### config.mk
export PLATFORM = sky130hd
export DESIGN_NAME = wake_timer
export DESIGN_NICKNAME = d
export VERILOG_FILES = /design/src/rtl/wake_timer_pkg.sv /design/src/rtl/wake_cfg_reg.sv /design/src/rtl/wake_countdown.sv /design/src/rtl/wake_lead_guard.sv /design/src/rtl/wake_timer.sv
export SDC_FILE = /design/constraint.sdc
export NUM_CORES = 1
export LEC_CHECK = 0
export BUFFER_PORTS_ARGS = -buffer_cell sky130_fd_sc_hd__buf_4
export CAP_MARGIN = 5
export CORE_ASPECT_RATIO = 1.75
export CORE_MARGIN = 2
export CORE_UTILIZATION = 40
export DETAILED_ROUTE_END_ITERATION = 12
export GPL_TIMING_DRIVEN = 0
export HOLD_SLACK_MARGIN = 0.05
export PLACE_DENSITY_LB_ADDON = 0.25
export SYNTH_ARGS = -nofsm -noshare
export SYNTH_HDL_FRONTEND = slang
export SYNTH_SLANG_ARGS = --single-unit
### constraint.sdc
create_clock -name clk -period 5.7 [get_ports clk]
set_input_delay 1.14 -clock clk [delete_from_list [all_inputs] [get_ports clk]]
set_output_delay 1.14 -clock clk [all_outputs]
set_load 0.01 [all_outputs]
### src/rtl/wake_timer_pkg.sv
package wake_timer_pkg;

    typedef enum logic [1:0] {
        MODE_ACTIVE   = 2'b00,
        MODE_BROWNOUT = 2'b01,
        MODE_SLEEP    = 2'b10,
        MODE_DISPLAY  = 2'b11
    } mode_e;

    localparam int PERIOD_W = 3;
    localparam logic [PERIOD_W-1:0] PERIOD_RST = 3'b001;

    typedef struct packed {
        logic [PERIOD_W-1:0] period;
        logic                unit;
    } wake_cfg_t;

    function automatic logic is_sleep_type(input logic [1:0] m);
        return m[1];
    endfunction

    function automatic int unsigned preset_ticks(input wake_cfg_t cfg,
                                                 input int unsigned short_t,
                                                 input int unsigned long_t);
        int unsigned u;
        u = cfg.unit ? long_t : short_t;
        return int'(cfg.period) * u;
    endfunction

endpackage

### src/rtl/wake_cfg_reg.sv
module wake_cfg_reg
    import wake_timer_pkg::*;
#(
    parameter int SHORT_TICKS = 5,
    parameter int LONG_TICKS  = 120,
    parameter int CNT_W       = 10
) (
    input  logic                clk,
    input  logic                rst,
    input  logic                wr_en,
    input  logic                wr_arm,
    input  logic                arm_allow,
    input  wake_cfg_t           wr_cfg,
    output logic                load,
    output logic [CNT_W-1:0]    load_val
);
    wake_cfg_t cfg_q;
    int unsigned preset;

    always_ff @(posedge clk) begin
        if (rst) begin
            cfg_q.period <= PERIOD_RST;
            cfg_q.unit   <= 1'b0;
        end else if (wr_en) begin
            cfg_q <= wr_cfg;
        end
    end

    // Preset is taken from the values held before this write.
    always_comb begin
        preset   = preset_ticks(cfg_q, SHORT_TICKS, LONG_TICKS);
        load_val = preset[CNT_W-1:0];
        load     = wr_en && wr_arm && arm_allow;
    end
endmodule

### src/rtl/wake_countdown.sv
module wake_countdown #(
    parameter int CNT_W = 10
) (
    input  logic             clk,
    input  logic             rst,
    input  logic             clear,
    input  logic             load,
    input  logic [CNT_W-1:0] load_val,
    input  logic             step,
    output logic             armed,
    output logic             wake
);
    logic [CNT_W-1:0] cnt_q;

    always_ff @(posedge clk) begin
        if (rst || clear) begin
            cnt_q <= '0;
            armed <= 1'b0;
            wake  <= 1'b0;
        end else if (load) begin
            cnt_q <= load_val;
            armed <= 1'b1;
            wake  <= 1'b0;
        end else if (armed && step) begin
            if (cnt_q <= CNT_W'(1)) begin
                cnt_q <= '0;
                armed <= 1'b0;
                wake  <= 1'b1;
            end else begin
                cnt_q <= cnt_q - CNT_W'(1);
                wake  <= 1'b0;
            end
        end else begin
            wake <= 1'b0;
        end
    end
endmodule

### src/rtl/wake_lead_guard.sv
module wake_lead_guard #(
    parameter int LEAD_TICKS = 3
) (
    input  logic clk,
    input  logic rst,
    input  logic clear,
    input  logic load,
    input  logic armed,
    input  logic tick,
    input  logic enter_sleep,
    output logic sleep_ok,
    output logic lead_violation
);
    localparam int LW = $clog2(LEAD_TICKS + 1);
    logic [LW-1:0] lead_q;

    always_ff @(posedge clk) begin
        if (rst) begin
            lead_q         <= '0;
            sleep_ok       <= 1'b0;
            lead_violation <= 1'b0;
        end else if (load) begin
            lead_q         <= '0;
            sleep_ok       <= 1'b0;
            lead_violation <= 1'b0;
        end else begin
            if (clear || !armed) begin
                lead_q   <= '0;
                sleep_ok <= 1'b0;
            end else if (tick && lead_q < LW'(LEAD_TICKS)) begin
                lead_q <= lead_q + LW'(1);
                if (lead_q + LW'(1) == LW'(LEAD_TICKS))
                    sleep_ok <= 1'b1;
            end
            if (enter_sleep && armed && !sleep_ok)
                lead_violation <= 1'b1;
        end
    end
endmodule

### src/rtl/wake_timer.sv
module wake_timer
    import wake_timer_pkg::*;
#(
    parameter int SHORT_TICKS = 5,
    parameter int LONG_TICKS  = 120,
    parameter int LEAD_TICKS  = 3
) (
    input  logic       clk,
    input  logic       rst,
    input  logic       wr_en,
    input  logic       wr_arm,
    input  logic [2:0] wr_period,
    input  logic       wr_unit,
    input  logic [1:0] mode,
    input  logic       rtc_tick,
    output logic       wake,
    output logic       armed,
    output logic       sleep_ok,
    output logic       lead_violation
);
    localparam int MAX_PERIOD = (1 << PERIOD_W) - 1;
    localparam int MAX_UNIT   = (LONG_TICKS > SHORT_TICKS) ? LONG_TICKS : SHORT_TICKS;
    localparam int CNT_W      = $clog2(MAX_PERIOD * MAX_UNIT + 1);

    logic             prev_sleep_q;
    logic             in_sleep, in_brownout, enter_sleep, back_active, clear;
    logic             load;
    logic [CNT_W-1:0] load_val;
    wake_cfg_t        wr_cfg;

    always_ff @(posedge clk) begin
        if (rst) prev_sleep_q <= 1'b0;
        else     prev_sleep_q <= is_sleep_type(mode);
    end

    always_comb begin
        in_sleep      = is_sleep_type(mode);
        in_brownout   = (mode == MODE_BROWNOUT);
        enter_sleep   = in_sleep && !prev_sleep_q;
        back_active   = (mode == MODE_ACTIVE) && prev_sleep_q;
        clear         = in_brownout || back_active;
        wr_cfg.period = wr_period;
        wr_cfg.unit   = wr_unit;
    end

    wake_cfg_reg #(
        .SHORT_TICKS(SHORT_TICKS),
        .LONG_TICKS (LONG_TICKS),
        .CNT_W      (CNT_W)
    ) u_cfg (
        .clk      (clk),
        .rst      (rst),
        .wr_en    (wr_en),
        .wr_arm   (wr_arm),
        .arm_allow(!in_brownout),
        .wr_cfg   (wr_cfg),
        .load     (load),
        .load_val (load_val)
    );

    wake_countdown #(.CNT_W(CNT_W)) u_cnt (
        .clk     (clk),
        .rst     (rst),
        .clear   (clear),
        .load    (load),
        .load_val(load_val),
        .step    (rtc_tick && in_sleep),
        .armed   (armed),
        .wake    (wake)
    );

    wake_lead_guard #(.LEAD_TICKS(LEAD_TICKS)) u_lead (
        .clk           (clk),
        .rst           (rst),
        .clear         (clear),
        .load          (load),
        .armed         (armed),
        .tick          (rtc_tick),
        .enter_sleep   (enter_sleep),
        .sleep_ok      (sleep_ok),
        .lead_violation(lead_violation)
    );
endmodule

# [Word-level counts from Yosys, hierarchy flattened]
# Cells that the tools add are included.
[op_classes] reduce_logical=24 n_addsub=2 n_eq_ne=2 mul=1 magnitude_cmp=2 n_mux=8 bitwise_logic=1
[op_table] cell="$mul 3x32->10" count=1
[op_table] cell="$mux 10" count=3
[op_table] cell="$le 10x1->1 const B" count=1
[op_table] cell="$sub 10x1->10 const B" count=1
[op_table] cell="$logic_and 1x1->1" count=9
[op_table] cell="$mux 7" count=1
[op_table] cell="$reduce_or 3->1" count=2
[op_table] cell="$logic_not 1->1" count=4
[op_table] cell="$mux 1" count=4
[op_table] cell="$reduce_and 2->1" count=2
[op_table] cell="$reduce_bool 2->1" count=2
[op_table] cell="$logic_or 1x1->1" count=3
[op_table] cell="$add 2x1->2 const B" count=1
[op_table] cell="$eq 2x1->1 const B" count=1
[op_table] cell="$eq 2x2->1 const B" count=1
[op_table] cell="$logic_not 2->1" count=1
[op_table] cell="$lt 2x2->1 const B" count=1
[op_table] cell="$reduce_or 2->1" count=1
[op_table] cell="$not 1->1" count=1
[word_totals] regBits=21 out_inout_bits=4 inputBits=11 wordCells=49

# [Longest topological paths before layout]
# Gate-level depths: netlist of run 1.
[logic_depth] ltp_word=5 ltp_mapped=10 ltp_nobuf=9

# [By module]
# A second synthesis of run 1 with hierarchy kept.
[unflattened] cells_unflattened=167 hier_area_um2=1472.7
[by_module_without_submodules] mod="wake_countdown" cells_each=84 seq_area_each_um2=240.2 area_per_inst_um2=732.0 instances=1
[by_module_without_submodules] mod="wake_cfg_reg" cells_each=59 seq_area_each_um2=80.1 area_per_inst_um2=504.2 instances=1
[by_module_without_submodules] mod="wake_lead_guard" cells_each=18 seq_area_each_um2=80.1 area_per_inst_um2=181.4 instances=1
[by_module_without_submodules] mod="wake_timer" cells_each=6 seq_area_each_um2=20.0 area_per_inst_um2=55.1 instances=1

# [Worst setup path before layout of run 1]
# Ideal clock, no wire load.
[synth_timing] kind="reg-to-reg" from="register u_cfg.cfg_q[0] (netlist name)" to="register u_cnt.cnt_q[9]" period_less_slack_ns=2.536 setup_ns=0.121 n_path_buf=1 slack_ns=3.164 stages_incl_launch_ff=11 t_required_ns=5.579 t_arrival_ns=2.414 cell_sequence="dfxtp_1 > clkbuf_1 > and2_1 > ha_1 > ha_1 > fa_1 > a21o_1 > a21oi_1 > and4b_1 > o21ai_0 > o21ai_2"
[synth_via] elab_chain_cells=3
[synth_lines] element="from (decl)" line="wake_cfg_reg.sv:17" rtl="wake_cfg_t cfg_q;"
[synth_lines] element="from (signal assigned)" line="wake_cfg_reg.sv:25" rtl="cfg_q <= wr_cfg;"
[synth_lines] element="$mux 7" line="wake_timer_pkg.sv:26" rtl="u = cfg.unit ? long_t : short_t;"
[synth_lines] element="$mul 3x32->10" line="wake_timer_pkg.sv:27" rtl="return int'(cfg.period) * u;"
[synth_lines] element="$mux 10" line="wake_countdown.sv:20" rtl="end else if (load) begin"
[synth_lines] element="to (signal assigned)" line="wake_countdown.sv:21" rtl="cnt_q <= load_val;"
[synth_lines] element="to (signal assigned)" line="wake_countdown.sv:30" rtl="cnt_q <= cnt_q - CNT_W'(1);"
[synth_lines] element="to (decl)" line="wake_countdown.sv:13" rtl="logic [CNT_W-1:0] cnt_q;"
# No other way between the ends.
# A chain may end at the register's enable or synchronous reset.

# [Final worst setup path of run 1]
[layout_timing] from="register u_cfg.cfg_q[2] (netlist name)" to="register u_cnt.cnt_q[9]"
[layout_via] elab_chain_cells=2
[layout_lines] element="$mul 3x32->10" line="wake_timer_pkg.sv:27"
[layout_lines] element="$mux 10" line="wake_countdown.sv:20"
# No other way between the ends.

==> impl_metrics.json, run 1 <==
{
  "start_kind": "register",
  "holdCritStartpoint": "u_cnt.cnt_q[5]$_SDFFE_PP0P_",
  "core_area_um2": 3330,
  "grt-ovfl-total": 0,
  "antenna_left": 0,
  "cp_max_fo": 9,
  "yosys_register_bits": 21,
  "cts_tree": "built",
  "cts-resized-gates": 0,
  "nets": 204,
  "arrival_ns": 3.08,
  "grt_max_degree": 13,
  "cts_root_buf": "clkbuf_8",
  "leakage_nw": 0.686,
  "place.gp.congestion": 0.818,
  "async_reset_ff_frac": 0,
  "dieArea_um2": 3940,
  "antenna_found_initial": 0,
  "post-cts-setup-buffers": 0,
  "critPathKind": "reg2reg",
  "regToRegStartpoint": "u_cfg.cfg_q[2]$_SDFFE_PP0P_",
  "ctsHoldBuffers": 0,
  "wl_per_cell_um": 13.4,
  "insertion_delay_ns": 0.26,
  "clock_sinks": 21,
  "grt_pass1_vias": 1182,
  "clockBufferDepth": 2,
  "synth_warnings": 0,
  "drtIter0Drc": 24,
  "ys_seq_area_frac": 0.306,
  "min_to": "u_cnt.cnt_q[5]$_SDFFE_PP0P_",
  "finalCritPeriodShare": 0.514,
  "synth_cell_type_count": 43,
  "drcViolationCount": 0,
  "dp_cells": 220,
  "cp.required_ns": 5.85,
  "io_pins": 15,
  "layout-drive-gt1-share": 0.140,
  "worst_pin_slew_ns": 0.654,
  "place_area_um2": 1530,
  "post-place-ws_ns": 2.75,
  "ir_drop_v": 0.000129,
  "hold_viol_final": 0,
  "via_per_inst": 5.36,
  "row_count": 28,
  "die_w_um": 48.3,
  "cts_made_buffers": 3,
  "syn_area_um2": 1370,
  "totalWireLength_um": 3010,
  "status": "finished, final reports clean",
  "drv_slew": 0,
  "clock_skew_ns": 0.00740,
  "max_freq_mhz": 341,
  "tns_ns": 0,
  "setup_ws_ns": 2.77,
  "power.density_nw_per_um2": 217,
  "setup_viol": 0,
  "fp.dieH_um": 81.5,
  "clk_pin_slew_ns": 0.08,
  "dr_total_vias": 1200,
  "slew_headroom": 0.563,
  "stdcell_count": 224,
  "rsz0062_at_grt": "no",
  "port_buffers": 13,
  "r2r-end": "u_cnt.cnt_q[9]$_SDFFE_PP0P_",
  "drv_cap": 0,
  "htreeDepth": 1,
  "synth-edff-count": 0,
  "grt_pass1_wl_um": 5150,
  "cp-end-kind": "register",
  "start_util": 0.413,
  "min_period_ns": 2.93,
  "dp_hpwl_um": 2490,
  "whs_path_depth": 2,
  "syn_inst": 162,
  "grt_usage": 0.166,
  "min_path_type": "reg2reg",
  "insertedDiodeCount": 0,
  "synth.avg_cell_area_um2": 8.48,
  "synth_ff_type": "dfxtp_1",
  "postLayoutCellArea_um2": 1570,
  "detail_route.first_pass.iterations": 4,
  "syn_to_final_growth_pct": 14.6,
  "worst_r2r_path_depth": 10,
  "syn-num-nets": 186,
  "r2r_setup_slack_ns": 2.77
}
==> cell usage after synthesis (2+ instances only) <==
cell type / number / area, um2
ha_1: 12 / 150
a21oi_1: 8 / 40.0
a211oi_1: 4 / 30.0
inv_1: 5 / 18.8
nand3_1: 3 / 15.0
nor2_1: 18 / 67.6
xnor2_1: 5 / 43.8
xor2_1: 6 / 52.6
nor2b_1: 8 / 50.1
o21bai_1: 2 / 15.0
clkbuf_1: 3 / 11.3
dfxtp_1: 21 / 420
mux2i_1: 5 / 50.1
and3_1: 3 / 18.8
a21o_1: 3 / 22.5
o21ai_0: 8 / 40.0
nor3_1: 8 / 40.0
and2_1: 2 / 12.5
nand2_1: 12 / 45.0
nor4_1: 3 / 18.8
==> stage by stage <==
| stage | utilization | total power [mW] | hold slack, ns |
|---|---|---|---|
| after floorplan | - | 0.224 | 0.451 |
| final | 0.473 | 0.342 | 0.493 |
| after CTS | 0.473 | 0.346 | 0.491 |
| after global routing | 0.473 | 0.361 | 0.530 |
| after global placement | 0.459 | 0.245 | 0.475 |
| after detailed placement | 0.459 | 0.246 | 0.477 |
==> cells by family after synthesis <==
group / count (synthesis) / synth area share
compound gates: 36 / 0.175
xor+xnor: 11 / 0.0701
fa+ha+maj: 13 / 0.124
buf+inv: 9 / 0.0255
flops: 21 / 0.306
mux: 5 / 0.0364
simple gates: 67 / 0.263
==> layer usage <==
metal  track usage  wire (um)  part of all wire  vias up
met2         0.326       1670              0.56       24
met3        0.0200         75             0.025        6
li1              -          -                 -      613
met4        0.0914        106             0.035        0
met1         0.169       1150              0.38      557
met5             0          0                 0        -
==> where the power goes <==
group | total, mW | internal, mW | leakage [nW] | switching [mW]
registers | 0.162 | 0.154 | 0.171 | 0.00767
clock network | 0.0988 | 0.0487 | 0.0255 | 0.0501
logic | 0.0815 | 0.0363 | 0.489 | 0.0452
==> layout make-up <==
class                   count  area (um2)
flip-flops and latches     21         420
clock buffers               3        41.3
clock inverters             1        5.00
plain buffers               4        16.3
fillers                   326        1750
repair buffers             13        97.6
multi-input cells         132         918
inverters                   5        18.8
well taps                  45        56.3
==> worst max-delay path, cell delays in order, from the launching register on <==
cell	delay, ns
dfxtp_1	0.31
clkbuf_1	0.28
nor2b_1	0.32
ha_1	0.29
ha_1	0.24
fa_1	0.41
a21o_1	0.17
a21oi_1	0.25
and4b_1	0.23
o21ai_0	0.26
o21ai_2	0.08
==> how the worst max path moves through the flow <==
| stage | startpoint | endpoint | slack (ns) |
|---|---|---|---|
| floorplan | u_cfg.cfg_q[0]$_SDFFE_PP0P_ | u_cnt.cnt_q[9]$_SDFFE_PP0P_ | 3.16 |
| global placement | u_cfg.cfg_q[2]$_SDFFE_PP0P_ | u_cnt.cnt_q[9]$_SDFFE_PP0P_ | 2.79 |
| detailed placement | u_cfg.cfg_q[2]$_SDFFE_PP0P_ | u_cnt.cnt_q[9]$_SDFFE_PP0P_ | 2.75 |
| CTS | u_cfg.cfg_q[2]$_SDFFE_PP0P_ | u_cnt.cnt_q[9]$_SDFFE_PP0P_ | 2.73 |
| global route | u_cfg.cfg_q[2]$_SDFFE_PP0P_ | u_cnt.cnt_q[9]$_SDFFE_PP0P_ | 2.58 |
| finish | u_cfg.cfg_q[2]$_SDFFE_PP0P_ | u_cnt.cnt_q[9]$_SDFFE_PP0P_ | 2.77 |
==> state kept, by name (all words and copies together) (netlist names) <==
name / count
u_lead.lead_q: 2
u_cnt.cnt_q: 10
prev_sleep_q: 1
u_cfg.cfg_q: 4
u_cnt.wake: 1
u_lead.lead_violation: 1
u_lead.sleep_ok: 1
u_cnt.armed: 1
==> layout by cell type, fill, tap and decap left out, types with 3 or more instances in the layout <==
master | synthesis | routed
dfxtp_1 | 21 | 21
nor2_1 | 18 | 18
buf_4 | 0 | 13
nand2_1 | 12 | 12
ha_1 | 12 | 12
nor2b_1 | 8 | 8
o21ai_0 | 8 | 8
nor3_1 | 8 | 8
a21oi_1 | 8 | 8
xor2_1 | 6 | 6
inv_1 | 5 | 5
xnor2_1 | 5 | 5
mux2i_1 | 5 | 5
a211oi_1 | 4 | 4
clkbuf_1 | 3 | 3
a21o_1 | 3 | 3
and3_1 | 3 | 3
nand3_1 | 3 | 3
nor4_1 | 3 | 3
clkbuf_8 | 0 | 3
Power figures use the tool's default switching activity.
==> inputs of run 2 (changes only) <==
==> constraint.sdc (replaced) <==
create_clock -name clk -period 2.8 [get_ports clk]
set_input_delay 0.56 -clock clk [delete_from_list [all_inputs] [get_ports clk]]
set_output_delay 0.56 -clock clk [all_outputs]
set_load 0.01 [all_outputs]
==> run 2 against run 1 <==
- critical endpoint unchanged
- die area is the same
- global-route usage about the same
- flip-flop and latch count stayed put
- highest routed layer unchanged
- cell count fell by 0.45%
- register-to-register slack worse by 2.6 ns
- largest cell class unchanged
- worst setup slack got worse by 2.6 ns
- combinational power grew 100%
- non-clock buffer count down 1
==> impl_metrics.json, run 2 (synthesis results as in run 1) <==
{
  "place.gp.congestion": 0.818,
  "worst_pin_slew_ns": 0.660,
  "power.density_nw_per_um2": 442,
  "antenna_left": 0,
  "drtIter0Drc": 28,
  "cts_tree": "built",
  "nets": 203,
  "min_path_type": "reg2reg",
  "final_cell_mix": "21 x dfxtp_1, 18 x nor2_1, 13 x buf_4, 12 x nand2_1, 12 x ha_1",
  "dp_cells": 220,
  "stdcell_count": 223,
  "grt_pass1_wl_um": 5160,
  "detail_route.first_pass.iterations": 4,
  "num-fill-cells": 326,
  "leakage_nw": 0.690,
  "drv_cap": 0,
  "clock_skew_ns": 0.00688,
  "post-place-ws_ns": -0.154,
  "totalWireLength_um": 3030,
  "syn_to_final_growth_pct": 14.8,
  "dieArea_um2": 3940,
  "htreeDepth": 1,
  "clk_pin_slew_ns": 0.08,
  "arrival_ns": 2.77,
  "ctsHoldBuffers": 0,
  "critPathKind": "reg2reg",
  "cp-end-kind": "register",
  "hold-worst-slack_ns": 0.493,
  "drv_slew": 0,
  "grt_max_degree": 13,
  "start_util": 0.413,
  "antenna_found_initial": 0,
  "slew_headroom": 0.559,
  "insertedDiodeCount": 0,
  "status": "finished, final reports clean",
  "port_buffers": 13,
  "io_pins": 15,
  "fp.dieH_um": 81.5,
  "min_period_ns": 2.61,
  "dp_hpwl_um": 2490,
  "largestRegisters": "u_cnt.cnt_q (10), u_cfg.cfg_q (4), u_lead.lead_q (2)",
  "grt_usage": 0.166,
  "core_area_um2": 3330,
  "drcViolationCount": 0,
  "grt-ovfl-total": 0,
  "top_register": "u_cnt.cnt_q",
  "clock_sinks": 21,
  "wl_per_cell_um": 13.6,
  "setup_ws_ns": 0.189,
  "cts_made_buffers": 3,
  "max_freq_mhz": 383,
  "cp_max_fo": 10,
  "row_count": 28,
  "cts_root_buf": "clkbuf_8",
  "via_per_inst": 5.36,
  "dr_total_vias": 1196,
  "hold_viol_final": 0,
  "clockBufferDepth": 2,
  "ir_drop_v": 0.000264,
  "rsz0062_at_grt": "no",
  "final_common_cell": "dfxtp_1",
  "setup_viol": 0,
  "layout-drive-gt1-share": 0.157,
  "grt_pass1_vias": 1185,
  "start_kind": "register",
  "finalCritPeriodShare": 0.933,
  "largest_reg_flops": 10,
  "die_w_um": 48.3,
  "cp.required_ns": 2.96,
  "insertion_delay_ns": 0.26
}
run 2: changes by cell type in the layout (fill, tap and decap cells not counted):
cell and change:
a21oi_1 -1, a21oi_2 +1, buf_2 +1, clkbuf_1 -2
nor2b_1 -1, nor2b_2 +1, o21ai_0 -1, o21ai_1 +1
run 2: metal layers:
layer | global-route usage | up-vias | share of wire | wire length (um)
li1 | - | 609 | - | -
met1 | 0.170 | 555 | 0.39 | 1170
met2 | 0.324 | 24 | 0.55 | 1680
met3 | 0.0200 | 8 | 0.023 | 69
met4 | 0.0971 | 0 | 0.036 | 109
met5 | 0 | - | 0 | 0
run 2: repair_timing:
item                       in CTS  in global routing
pin swaps                       0                  0
setup endpoints to repair       1                  1
buffers inserted                0                  0
resized for setup               2                  3
run 2: worst paths after layout:
check,slack [ns],cells past startpoint,to,startpoint
setup / recovery,0.19,10,u_cnt.cnt_q[9]$_SDFFE_PP0P_,u_cfg.cfg_q[0]$_SDFFE_PP0P_
hold / removal,0.49,2,u_cnt.cnt_q[5]$_SDFFE_PP0P_,u_cnt.cnt_q[5]$_SDFFE_PP0P_
setup reg to reg,0.19,10,u_cnt.cnt_q[9]$_SDFFE_PP0P_,u_cfg.cfg_q[0]$_SDFFE_PP0P_
hold reg to reg,0.49,2,u_cnt.cnt_q[5]$_SDFFE_PP0P_,u_cnt.cnt_q[5]$_SDFFE_PP0P_
run 2: final cells by class:
cell class	count	area [um2]	share of cell area
multi-input combinational	132	925	0.586
sequential	21	420	0.266
timing repair buffer	13	97.6	0.0619
tap	45	56.3	0.0357
clock buffer	3	41.3	0.0262
inverter	5	18.8	0.0119
buffer	3	13.8	0.00872
clock inverter	1	5.00	0.00317
run 2: metrics by stage:
stage	setup TNS, ns	total power, mW	util	cell area (um2)
6_report	0	0.697	0.474	1580
5_1_grt	0	0.735	0.474	1580
4_1_cts	0	0.703	0.473	1570
3_5_place_dp	-0.154	0.501	0.459	1530
3_3_place_gp	-0.114	0.498	0.459	1530
2_1_floorplan	0	0.456	-	1370
run 2: where the power goes:
part | internal, mW | switching (mW) | total, mW
logic | 0.0741 | 0.0907 | 0.165
registers | 0.313 | 0.0175 | 0.331
clock network | 0.0991 | 0.102 | 0.202
run 2: critical path, stage by stage (launching register included):
cell and delay (ns):
dfxtp_1 0.37, buf_2 0.21, and2_1 0.19, ha_1 0.25
ha_1 0.24, fa_1 0.41, a21o_1 0.18, a21oi_2 0.19
and4b_1 0.21, o21ai_1 0.19, o21ai_2 0.07
==> inputs of run 3 (changes only) <==
--- a/config.mk
+++ b/config.mk
@@ -14,6 +14,7 @@
 export GPL_TIMING_DRIVEN = 0
 export HOLD_SLACK_MARGIN = 0.05
 export PLACE_DENSITY_LB_ADDON = 0.25
+export SETUP_SLACK_MARGIN = 0.5
 export SYNTH_ARGS = -nofsm -noshare
 export SYNTH_HDL_FRONTEND = slang
 export SYNTH_SLANG_ARGS = --single-unit
==> run 3 against run 2 <==
- count of clock-buffer cells in the layout is the same
- final area grew 12%
- die area is the same
- clock skew shrank 0.00091 ns
- maximum frequency grew 15%
- flip-flop and latch count is the same
- highest routed layer unchanged
- via count grew 4.3%
- total power grew 4.9%
- wire length grew 6.8%
- combinational power grew 18%
- clock power grew 2%
- sequential power is essentially flat
==> impl_metrics.json, run 3 (synthesis results as in run 1) <==
{
  "htreeDepth": 1,
  "cts_root_buf": "clkbuf_8",
  "postLayoutCellArea_um2": 1770,
  "drv_slew": 0,
  "wl_per_cell_um": 13.9,
  "cp_slowest_stage_delay_ns": 0.34,
  "final_cell_mix": "19 x buf_4, 18 x nor2_1, 18 x dfxtp_1, 12 x nand2_1, 8 x nor3_1",
  "critical_path.cell_chain": "buf_6, nor2b_4, ha_4, ha_4, fa_2, a21o_1, a21oi_2, and4b_1, o21ai_2, o21ai_2",
  "nets": 212,
  "ctsHoldBuffers": 0,
  "critPathKind": "reg2reg",
  "rsz0062_at_grt": "yes",
  "start_util": 0.413,
  "antenna_left": 0,
  "slew_headroom": 0.593,
  "cp.required_ns": 2.96,
  "io_pins": 15,
  "clock_sinks": 21,
  "totalWireLength_um": 3230,
  "largest_reg_flops": 10,
  "setup_viol": 0,
  "min_path_type": "reg2reg",
  "grt_pass1_vias": 1227,
  "drtIter0Drc": 29,
  "detail_route.first_pass.iterations": 4,
  "total_power_mw": 0.731,
  "drv_cap": 0,
  "place.gp.congestion": 0.812,
  "dieArea_um2": 3940,
  "antenna_found_initial": 0,
  "insertion_delay_ns": 0.27,
  "layout-drive-gt1-share": 0.267,
  "row_count": 28,
  "place_area_um2": 1540,
  "grt_max_degree": 13,
  "final_common_cell": "buf_4",
  "worst_r2r_path_depth": 10,
  "arrival_ns": 2.43,
  "slowest_stage": "dfxtp_2",
  "drcViolationCount": 0,
  "fp.dieH_um": 81.5,
  "hold_viol_final": 0,
  "min_period_ns": 2.27,
  "dp_hpwl_um": 2470,
  "clockBufferDepth": 2,
  "power.density_nw_per_um2": 414,
  "worst_pin_slew_ns": 0.610,
  "grt_usage": 0.177,
  "max_freq_mhz": 441,
  "die_w_um": 48.3,
  "final_core_util": 0.530,
  "status": "finished, final reports clean",
  "start_kind": "register",
  "cts_tree": "built",
  "whs_path_depth": 2,
  "largestRegisters": "u_cnt.cnt_q (10), u_cfg.cfg_q (4), u_lead.lead_q (2)",
  "cp_max_fo": 5,
  "cp-end-kind": "register",
  "top_register": "u_cnt.cnt_q",
  "cts_made_buffers": 3,
  "hold-worst-slack_ns": 0.480,
  "dr_total_vias": 1247,
  "clock_skew_ns": 0.00597,
  "ir_drop_v": 0.000368,
  "tns_ns": 0,
  "finalCritPeriodShare": 0.810,
  "clk_pin_slew_ns": 0.08,
  "port_buffers": 13,
  "syn_to_final_growth_pct": 28.5,
  "leakage_nw": 0.744,
  "grt-ovfl-total": 0,
  "grt_pass1_wl_um": 5440,
  "insertedDiodeCount": 0,
  "core_area_um2": 3330,
  "via_per_inst": 5.38
}
## run 3: final timing paths
kind,startpoint,end,slack (ns)
max,u_cfg.cfg_q[2]$_SDFFE_PP0P_,u_cnt.cnt_q[9]$_SDFFE_PP0P_,0.53
min,u_cnt.cnt_q[5]$_SDFFE_PP0P_,u_cnt.cnt_q[5]$_SDFFE_PP0P_,0.48
max reg2reg,u_cfg.cfg_q[2]$_SDFFE_PP0P_,u_cnt.cnt_q[9]$_SDFFE_PP0P_,0.53
min reg2reg,u_cnt.cnt_q[5]$_SDFFE_PP0P_,u_cnt.cnt_q[5]$_SDFFE_PP0P_,0.48
## run 3: timing repair
action | CTS | global route
pin swaps | 7 | 5
resized for setup | 15 | 8
endpoints found under the hold margin | 0 | 0
gates cloned | 0 | 1
setup endpoints to repair | 3 | 2
buffers inserted | 4 | 3
## run 3: per-stage QoR
stage	setup WS, ns	std cells
final	0.532	232
after global routing	0.477	232
after CTS	0.500	228
after detailed placement	0.219	220
after global placement	0.245	220
after floorplan	0.513	162
## run 3: where the power goes
group | total (mW) | internal [mW] | switching (mW)
Sequential | 0.330 | 0.313 | 0.0165
Combinational | 0.194 | 0.0948 | 0.0996
Clock | 0.207 | 0.0994 | 0.108
## run 3: layout make-up
cell class / instances / area, um2
well taps: 45 / 56.3
flip-flops and latches: 21 / 427
clock buffers: 3 / 41.3
multi-input cells: 132 / 1020
plain buffers: 4 / 35.0
clock inverters: 1 / 5.00
repair buffers: 21 / 159
inverters: 5 / 18.8
fillers: 322 / 1560
## run 3: routing by layer
layer | GRT usage | vias up | routed length [um]
met4 | 0.0714 | 0 | 59
li1 | - | 631 | -
met3 | 0.0127 | 7 | 81
met2 | 0.375 | 25 | 1900
met1 | 0.174 | 584 | 1200
met5 | 0 | - | 0
## run 3: worst max-delay path, delay by kind of cell, from the launching register on
family / cells / cell delay [ns]
fa+ha+maj: 3 / 0.72
compound gates: 4 / 0.58
simple gates: 2 / 0.40
flops: 1 / 0.34
buf+inv: 1 / 0.11
